--- config.mk ---
export PLATFORM = sky130hd
export DESIGN_NAME = skip_test_unit
export DESIGN_NICKNAME = d
export VERILOG_FILES = /design/src/rtl/skip_test_pkg.sv /design/src/rtl/skip_decode.sv /design/src/rtl/skip_cond_eval.sv /design/src/rtl/skip_ac_update.sv /design/src/rtl/skip_test_unit.sv
export SDC_FILE = /design/constraint.sdc
export NUM_CORES = 1
export LEC_CHECK = 0
export BUFFER_PORTS_ARGS = -buffer_cell sky130_fd_sc_hd__buf_2
export CAP_MARGIN = 10
export CORE_UTILIZATION = 33
export DETAILED_ROUTE_END_ITERATION = 8
export PLACE_DENSITY_LB_ADDON = 0.15
export SLEW_MARGIN = 0
export SYNTH_ARGS = -nofsm -noshare
export SYNTH_HDL_FRONTEND = slang
export SYNTH_SLANG_ARGS = --single-unit
--- constraint.sdc ---
create_clock -name clk -period 0.85 [get_ports clk]
set_input_delay 0.0425 -clock clk [delete_from_list [all_inputs] [get_ports clk]]
set_output_delay 0.0425 -clock clk [all_outputs]
set_load 0.005 [all_outputs]
--- src/rtl/skip_test_pkg.sv ---
// Package: shared field positions and the decoded-operation type for the
// skip-test unit. Assumes a 12-bit instruction word, MSB at index 11.
package skip_test_pkg;
    localparam int INSTR_W   = 12;
    localparam int NUM_COND  = 3;
    localparam int B_SENSE   = 3;
    localparam int B_CLEAR   = 7;
    localparam int B_NEG     = 6;
    localparam int B_ZERO    = 5;
    localparam int B_LINK    = 4;
    localparam int B_SWOR    = 2;
    localparam int B_HALT    = 1;

    // Decoded fields of a skip-test word.
    typedef struct packed {
        logic                is_grp2;
        logic                and_sense;
        logic                clear;
        logic [NUM_COND-1:0] cond_sel;   // [0] negative, [1] zero, [2] link
        logic                sw_or;
        logic                halt_req;
    } op2_t;
endpackage

--- src/rtl/skip_decode.sv ---
// Module: skip_decode
// Splits an instruction word into skip-test fields. Purely combinational.
// Assumes the field positions held in skip_test_pkg.
module skip_decode
    import skip_test_pkg::*;
(
    input  logic [INSTR_W-1:0] instr,
    output op2_t               op
);
    // Recognise the class and pick out every field.
    always_comb begin
        op.is_grp2   = (instr[INSTR_W-1:INSTR_W-4] == 4'hF) && !instr[0];
        op.and_sense = instr[B_SENSE];
        op.clear     = instr[B_CLEAR];
        op.cond_sel  = {instr[B_LINK], instr[B_ZERO], instr[B_NEG]};
        op.sw_or     = instr[B_SWOR];
        op.halt_req  = instr[B_HALT];
    end
endmodule

--- src/rtl/skip_cond_eval.sv ---
// Module: skip_cond_eval
// Evaluates the skip decision from the selected conditions. With sense low,
// it ORs the selected conditions. With sense high, it ANDs their inverses.
// Assumes the conditions are sampled from the incoming accumulator.
module skip_cond_eval #(
    parameter int NC = 3
) (
    input  logic [NC-1:0] cond,
    input  logic [NC-1:0] sel,
    input  logic          and_sense,
    output logic          skip_now
);
    logic [NC-1:0] hit_or;
    logic [NC-1:0] pass_and;

    // One slice per condition: an OR hit and an AND pass.
    for (genvar i = 0; i < NC; i++) begin : g_cond
        assign hit_or[i]   = sel[i] & cond[i];
        assign pass_and[i] = ~sel[i] | ~cond[i];
    end

    // Reduce: an empty AND set passes, an empty OR set never hits.
    always_comb skip_now = and_sense ? (&pass_and) : (|hit_or);
endmodule

--- src/rtl/skip_ac_update.sv ---
// Module: skip_ac_update
// Computes the next accumulator: optional clear, then optional switch OR.
// Assumes the caller has already removed the switch OR if a trap is raised.
module skip_ac_update #(
    parameter int DATA_W = 12
) (
    input  logic [DATA_W-1:0] ac_in,
    input  logic [DATA_W-1:0] switches,
    input  logic              clear,
    input  logic              sw_en,
    output logic [DATA_W-1:0] ac_next
);
    // Clear first, then merge the switches.
    always_comb begin
        ac_next = clear ? '0 : ac_in;
        if (sw_en) ac_next = ac_next | switches;
    end
endmodule

--- src/rtl/skip_test_unit.sv ---
// Module: skip_test_unit
// Executes one skip-test word per execute strobe. Registers the new
// accumulator and pulses skip, halt and trap one cycle later.
// Assumes synchronous active-low reset and exec held for one cycle per word.
module skip_test_unit
    import skip_test_pkg::*;
#(
    parameter int DATA_W = 12
) (
    input  logic              clk,
    input  logic              rst_n,
    input  logic              exec,
    input  logic [11:0]       instr,
    input  logic [DATA_W-1:0] ac_in,
    input  logic              link_in,
    input  logic [DATA_W-1:0] switches,
    input  logic              user_mode,
    output logic [DATA_W-1:0] ac_out,
    output logic              skip,
    output logic              halt,
    output logic              trap
);
    localparam int SIGN_B = DATA_W - 1;

    op2_t                op;
    logic [NUM_COND-1:0] cond;
    logic                skip_now;
    logic                trap_now;
    logic [DATA_W-1:0]   ac_next;

    skip_decode u_dec (
        .instr (instr),
        .op    (op)
    );

    // Gather the raw conditions from the incoming accumulator and link.
    always_comb cond = {link_in, (ac_in == '0), ac_in[SIGN_B]};

    skip_cond_eval #(.NC(NUM_COND)) u_eval (
        .cond      (cond),
        .sel       (op.cond_sel),
        .and_sense (op.and_sense),
        .skip_now  (skip_now)
    );

    // A privileged request from user mode becomes a trap.
    always_comb trap_now = op.is_grp2 && user_mode && (op.sw_or || op.halt_req);

    skip_ac_update #(.DATA_W(DATA_W)) u_ac (
        .ac_in    (ac_in),
        .switches (switches),
        .clear    (op.clear),
        .sw_en    (op.sw_or && !trap_now),
        .ac_next  (ac_next)
    );

    // Register the results; the pulses last one cycle.
    always_ff @(posedge clk) begin
        if (!rst_n) begin
            ac_out <= '0;
            skip   <= 1'b0;
            halt   <= 1'b0;
            trap   <= 1'b0;
        end else begin
            skip <= exec && op.is_grp2 && skip_now;
            halt <= exec && op.is_grp2 && op.halt_req && !trap_now;
            trap <= exec && trap_now;
            if (exec && op.is_grp2) ac_out <= ac_next;
            else if (exec)          ac_out <= ac_in;
        end
    end

    assert_foreign_word_R1: assert property (@(posedge clk) disable iff (!rst_n)
        (exec && !((instr[11:8] == 4'hF) && !instr[0])) |=>
            (ac_out == $past(ac_in) && !skip && !halt && !trap));

    assert_clear_R6: assert property (@(posedge clk) disable iff (!rst_n)
        (exec && instr[11:8] == 4'hF && !instr[0] && instr[7] && !instr[2]) |=>
            (ac_out == '0));

    assert_trap_needs_user_R9: assert property (@(posedge clk) disable iff (!rst_n)
        (exec && !user_mode) |=> !trap);

    assert_trap_blocks_halt_R9: assert property (@(posedge clk) disable iff (!rst_n)
        trap |-> !halt);

    assert_idle_quiet_R10: assert property (@(posedge clk) disable iff (!rst_n)
        !exec |=> (!skip && !halt && !trap));

    assert_ac_hold_R10: assert property (@(posedge clk) disable iff (!rst_n)
        !exec |=> $stable(ac_out));
endmodule

==> metrics, run 1 <==
status completed; Synth Net Count about 130; core area ~1800 µm²; crit path time final just under 0.8 ns; routed wl met2 around 1.1 mm; Nets between 200 and 250; Root Driver clkbuf_4; Worst path slowest cell dfxtp_1; synth top area cells dfxtp_1 (45%), o21ai_0 (19%), a21oi_1 (8.9%); cell area power density 1250 nW/µm²; DRC Markers 0; die height approximately 47 µm; Num CTS Buffers 3; starting density of the core 36.9%; worst skew pair latency around 0.28 ns; CTS sink count 15; remaining global-route overflow 0; pin count of the biggest net entering global routing 13; WL met1 about 900 µm; crit-path cells buf_2; initial antenna violation count 0; worst ir drop on vdd 995 µV; Netlist Area Pre-Place around 670 µm²; Slew @ Worst Pin 0.247 ns; final RePlAce weighted congestion between 0.7 and 0.8; die area 2220 µm²; Clock Path Buffers 2; Final Core Density 65.5%; setup violators final 0; Total GRT Usage about 22%; Max-Cap Viols 0; Slew HR a little over four fifths; worst hold slack roughly 0.016 ns; maximum clock rate 1280 MHz; period utilisation layout 92.2%; number of global-route vias before repair 843; maximum level of the CTS H-tree 1; Worst-path clk slew 0.10 ns; Mean Syn Cell Area a little under 8 µm²; area added between synthesis and finish 77.5%; CP top delay family flip-flops; worst path arrival time about 0.74 ns; static leakage 0.572 nW; WL final between 2 and 2.5 mm; CP Capture Type output pin; RSZ-0062 raised after global routing no; Critical path buffers and inverters 1; Final Skew 0 ns; IO Count 56; Slew Viols, Final 0; layout cell share with drive strength beyond 1 between 40% and 50%; Top Metal Used met4; drt first-iter violations 9; most common cell after layout, fill and taps aside buf_2; Hold WC Path Type input pin to register; IO Port Bufs between 50 and 60; WS Path Type register to output pin; FF+latch count, synth 15; fillcell total between 150 and 200; drt first pass iters 4; via-per-instance ratio 4.84; post-DP HPWL roughly 1.5 mm; Worst Path Max Fanout 2; Unique masters post-synth 19; WL met3 between 90 and 100 µm; Tot Pwr around 1.5 mW; TritonCTS clock tree built; Critical Path RT 0.81 ns; die width approximately 47 µm; most frequent cells in the layout buf_2 (55), o21ai_0 (25), dfxtp_1 (15), dlygate4sd3_1 (13), a21oi_1 (12); # diodes 0; WL/cell 11.4 µm; Post-CTS Setup Inserts 0; endpoints failing hold 0; TNS Setup 0 ns; crit-path max cell delay between 0.3 and 0.4 ns; Seq/Total Area, Yosys between 40% and 50%; Yosys top cell by area dfxtp_1; share of the synthesized area in the top cell type 44.7%; synth warn 0; CP Launch Type register; first-pass GRT wire length ~3.4 mm; routed vias approximately 910; # rows 15; Antenna Nets Post-Route 0; Mapped Cells between 80 and 90
-- registers in the layout, indices dropped and copies added (netlist names) --
| register | flops |
|---|---|
| ac_out | 12 |
| skip | 1 |
| halt | 1 |
| trap | 1 |
-- path summary, 6_finish.rpt --
path / startpoint / to / slack, ns / cells after the start
worst max register to register: ac_out[7] / ac_out[7] / 0.19 / 2
worst min register to register: ac_out[5] / ac_out[5] / 0.54 / 2
worst max-delay path: ac_out[3] / ac_out[3] / 0.07 / 1
worst min-delay path: instr[1] / trap / 0.02 / 3
-- stage by stage --
stage,instance area (µm²),setup WS [ns],cells
6_report,1190,0.0663,188
3_3_place_gp,1020,-0.236,171
2_1_floorplan,676,-0.0326,87
4_1_cts,1180,0.0557,188
3_5_place_dp,1020,-0.226,171
5_1_grt,1190,0.0208,188
-- layer usage --
metal | vias up | global-route usage (%)
met4 | 0 | 6.86
met2 | 30 | 38.9
met1 | 415 | 26.6
met3 | 2 | 3.46
li1 | 462 | -
met5 | - | 0
-- cell families (layout without fill, tap and decap cells) --
family,Yosys count,in the layout,synth area share (%)
buffers and inverters,7,83,5.03
AO/OA/AOI/OAI,39,39,30.0
AND/OR/NAND/NOR,26,26,20.3
flip-flops,15,15,44.7
-- synth_stat cells --
cell / n
o21ai_0: 25
dfxtp_1: 15
a21oi_1: 12
nand2_1: 12
clkbuf_1: 4
nand3_1: 3
inv_1: 2
nor2_1: 2
nor3b_1: 2
a21oi_2: 1
a22oi_1: 1
and2_1: 1
and4b_1: 1
and4b_2: 1
buf_6: 1
nand4_1: 1
nor3_1: 1
nor4_1: 1
nor4b_1: 1
-- report_power, final --
part | switching [mW] | internal [mW]
Sequential | 0.0174 | 0.743
Clock | 0.244 | 0.175
Combinational | 0.126 | 0.187
Total | 0.387 | 1.10
-- cell type report --
type / count / area, µm² / share of cell area [%]
multi-input cells: 65 / 353 / 29.6
inverters: 2 / 7.51 / 0.630
clock buffers: 3 / 22.5 / 1.89
well taps: 25 / 31.3 / 2.62
repair buffers: 77 / 473 / 39.7
flip-flops and latches: 15 / 300 / 25.2
clock inverters: 1 / 5.00 / 0.420
-- what timing repair did --
item,in CTS,in global routing
setup endpoints to repair,0,1
gates resized for setup,0,2
endpoints found under the hold margin,14,0
hold buffers,13,0
(Power assumes the default switching activity.)
==> inputs of run 2 (changes only) <==
--- a/config.mk
+++ b/config.mk
@@ -7,10 +7,11 @@
 export LEC_CHECK = 0
 export BUFFER_PORTS_ARGS = -buffer_cell sky130_fd_sc_hd__buf_2
 export CAP_MARGIN = 10
-export CORE_UTILIZATION = 33
+export CORE_UTILIZATION = 38
 export DETAILED_ROUTE_END_ITERATION = 8
 export PLACE_DENSITY_LB_ADDON = 0.15
 export SLEW_MARGIN = 0
 export SYNTH_ARGS = -nofsm -noshare
 export SYNTH_HDL_FRONTEND = slang
+export SYNTH_HIERARCHICAL = 1
 export SYNTH_SLANG_ARGS = --single-unit
==> run 2 against run 1 <==
The flow now finishes with violations (negative setup slack). Combinational power rose by 62%. Global-route usage down 1.4 points. Synthesized cell count up 33%. Sequential share of layout area shrank 5.1 points. Largest cell class is now multi-input combinational cells. Largest power group unchanged. Highest routed layer unchanged.
==> metrics, run 2 <==
status complete, but fails checks; failing checks negative setup slack; maximum level of the CTS H-tree 1 (unchanged); Post-DP Area 1280 µm² (+26%); number of synthesized flops with an enable pin 0 (unchanged); Final Cell Area 1500 µm² (+25%); # diodes 0 (unchanged); post-DP HPWL 1.99 mm (+29%); pin count of the biggest net entering global routing 26 (+13); most common cell after layout, fill and taps aside buf_2; CP Capture Type register; core area 2300 µm² (+26%); Antenna Nets Post-Route 0 (unchanged); Seq/Total Area, Yosys 31.4% (-13 points); Hold WC Path Type input pin to register; setup violators final 5 (+5); routed vias 1032 (+14%); Netlist Area Pre-Place 956 µm² (+42%); synth warn 6 (+6); Mapped Cells 116 (+33%); pre-CTS WS -0.452 ns (-0.227 ns); FF+latch count, synth 15 (unchanged); most frequent cells in the layout buf_2 (47), dfxtp_1 (15), buf_4 (15), inv_1 (13); RSZ-0062 raised after global routing yes; Reg with most FFs ac_out; layout cell share with drive strength beyond 1 55.0% (+10 points); maximum clock rate 1120 MHz (-12%); first-pass GRT wire length 4.05 mm (+19%); top post-synthesis cells by count dfxtp_1 (15), o21ai_0 (14), inv_1 (13), nand2_1 (13); most common flop cell mapped by yosys dfxtp_1; share of the synthesized area in the top cell type 31.4% (-13 points); CTS sink count 15 (unchanged); WL/cell 13.8 µm (+20%); die area 2720 µm² (+23%); CP Launch Type input pin; drt first pass iters 5 (+1); Clock Path Buffers 2 (unchanged); Crit Reg-Reg Startpoint ac_out[7]; static leakage 0.723 nW (+26%); worst ir drop on vdd 874 µV (-12%); endpoints failing hold 0 (unchanged); Worst Path Max Fanout 6 (+4); IO Port Bufs 55 (unchanged); remaining global-route overflow 0 (unchanged); WS Path Type input pin to register; worst path arrival time 1.07 ns (+0.33 ns); Slew HR 75.7% (-7.7 points); worst hold slack 0.00592 ns (-0.00997 ns); Max-Cap Viols 0 (unchanged); starting density of the core 41.6% (+4.7 points); Final Worst Setup Slack -0.0407 ns (-0.107 ns); Nets 222 (+8.3%); worst skew pair latency 0.29 ns (about the same); dpl cells 200 (+17%); Worst-path clk slew 0.09 ns (about the same); Final Skew 0 ns (unchanged); area added between synthesis and finish 56.4%; DRC Markers 0 (unchanged); via-per-instance ratio 4.96 (+2.6%); final RePlAce weighted congestion 0.800 (+1.1%); Root Driver clkbuf_4; Mean Syn Cell Area 8.24 µm² (+6.7%); max reg flops 12 (unchanged); worst hold start instr[3]; Unique masters post-synth 21 (+2); # rows 17 (+2); crit path from instr[0]; fin cells 208 (+11%); period utilisation layout 105% (+13 points); initial antenna violation count 0 (unchanged); Synth Net Count 157 (+23%); synth top area cells dfxtp_1 (31%), mux2i_1 (13%), o21ai_2 (9.2%); WL final 2.86 mm (+33%); Slew Viols, Final 0 (unchanged); cell area power density 1130 nW/µm² (-9.4%); IO Count 56 (unchanged); Post-synth ARST share 0% (unchanged); Total GRT Usage 20.4% (-1.4 points); crit path time final 0.891 ns (+0.107 ns); die height 52.2 µm (+11%); Critical Path RT 1.03 ns (+0.22 ns); number of global-route vias before repair 940 (+12%); Slew @ Worst Pin 0.365 ns (+0.119 ns); Yosys top cell by area dfxtp_1; Final Core Density 65.1% (-0.41 points); drt first-iter violations 23 (+14); top-count cell post-synth dfxtp_1; die width 52.2 µm (+11%); TritonCTS clock tree built; Num CTS Buffers 3 (unchanged)
==> run 2: cells by family (layout without fill, tap and decap cells) <==
family | count (synthesis) | in the layout | synth area share, %
flops | 15 | 15 | 31.4
xor+xnor | 1 | 1 | 0.916
mux | 12 | 12 | 12.6
simple gates | 22 | 22 | 12.2
buf+inv | 27 | 90 | 17.8
compound gates | 39 | 40 | 25.1
==> run 2: path summary, 6_finish.rpt <==
path / slack (ns) / cells after the start / end
worst min-delay path: 0.006 / 4 / skip
worst min register to register: 0.52 / 2 / ac_out[8]
worst max register to register: 0.13 / 2 / ac_out[7]
worst max-delay path: -0.04 / 7 / ac_out[9]
==> run 2: power breakdown <==
part	internal [mW]	total [mW]	switching, mW	leakage [nW]
Clock	0.175	0.423	0.248	0.0177
Combinational	0.274	0.507	0.234	0.581
Sequential	0.743	0.763	0.0198	0.124
==> run 2: area by class of cell <==
type / count / area [µm²]
tap: 28 / 35.0
inverter: 13 / 48.8
fill: 204 / 802
multi-input combinational: 75 / 588
timing repair buffer: 73 / 495
clock buffer: 3 / 22.5
sequential: 15 / 300
clock inverter: 1 / 5.00
==> run 2: critical path, cell delays in order <==
cell      delay (ns)
buf_6           0.09
and4bb_4        0.40
a21boi_4        0.11
nand2_2         0.08
o21ai_2         0.05
mux2i_2         0.20
a21oi_1         0.09
==> run 2: per-layer routing <==
layer | part of all wire [%] | GRT usage [%] | up-vias
met5 | 0 | 0 | -
met1 | 43 | 27.3 | 457
met4 | 2.2 | 11.0 | 0
met2 | 47 | 30.1 | 45
li1 | - | - | 522
met3 | 7.6 | 4.39 | 8
==> run 2: through the flow <==
step	power, mW	setup TNS, ns
after floorplan	0.997	-4.15
after global placement	1.19	-5.15
after detailed placement	1.19	-5.63
after CTS	1.65	-0.0182
after global routing	1.77	-0.780
final	1.69	-0.0772
==> run 2: repair_timing <==
| action | CTS | global route |
|---|---|---|
| hold buffers | 1 | 0 |
| pin swaps | 4 | 15 |
| setup endpoints to repair | 13 | 13 |
| gates cloned | 1 | 0 |
| resized for setup | 12 | 19 |
| hold endpoints to repair | 1 | 0 |
| setup buffers | 0 | 2 |
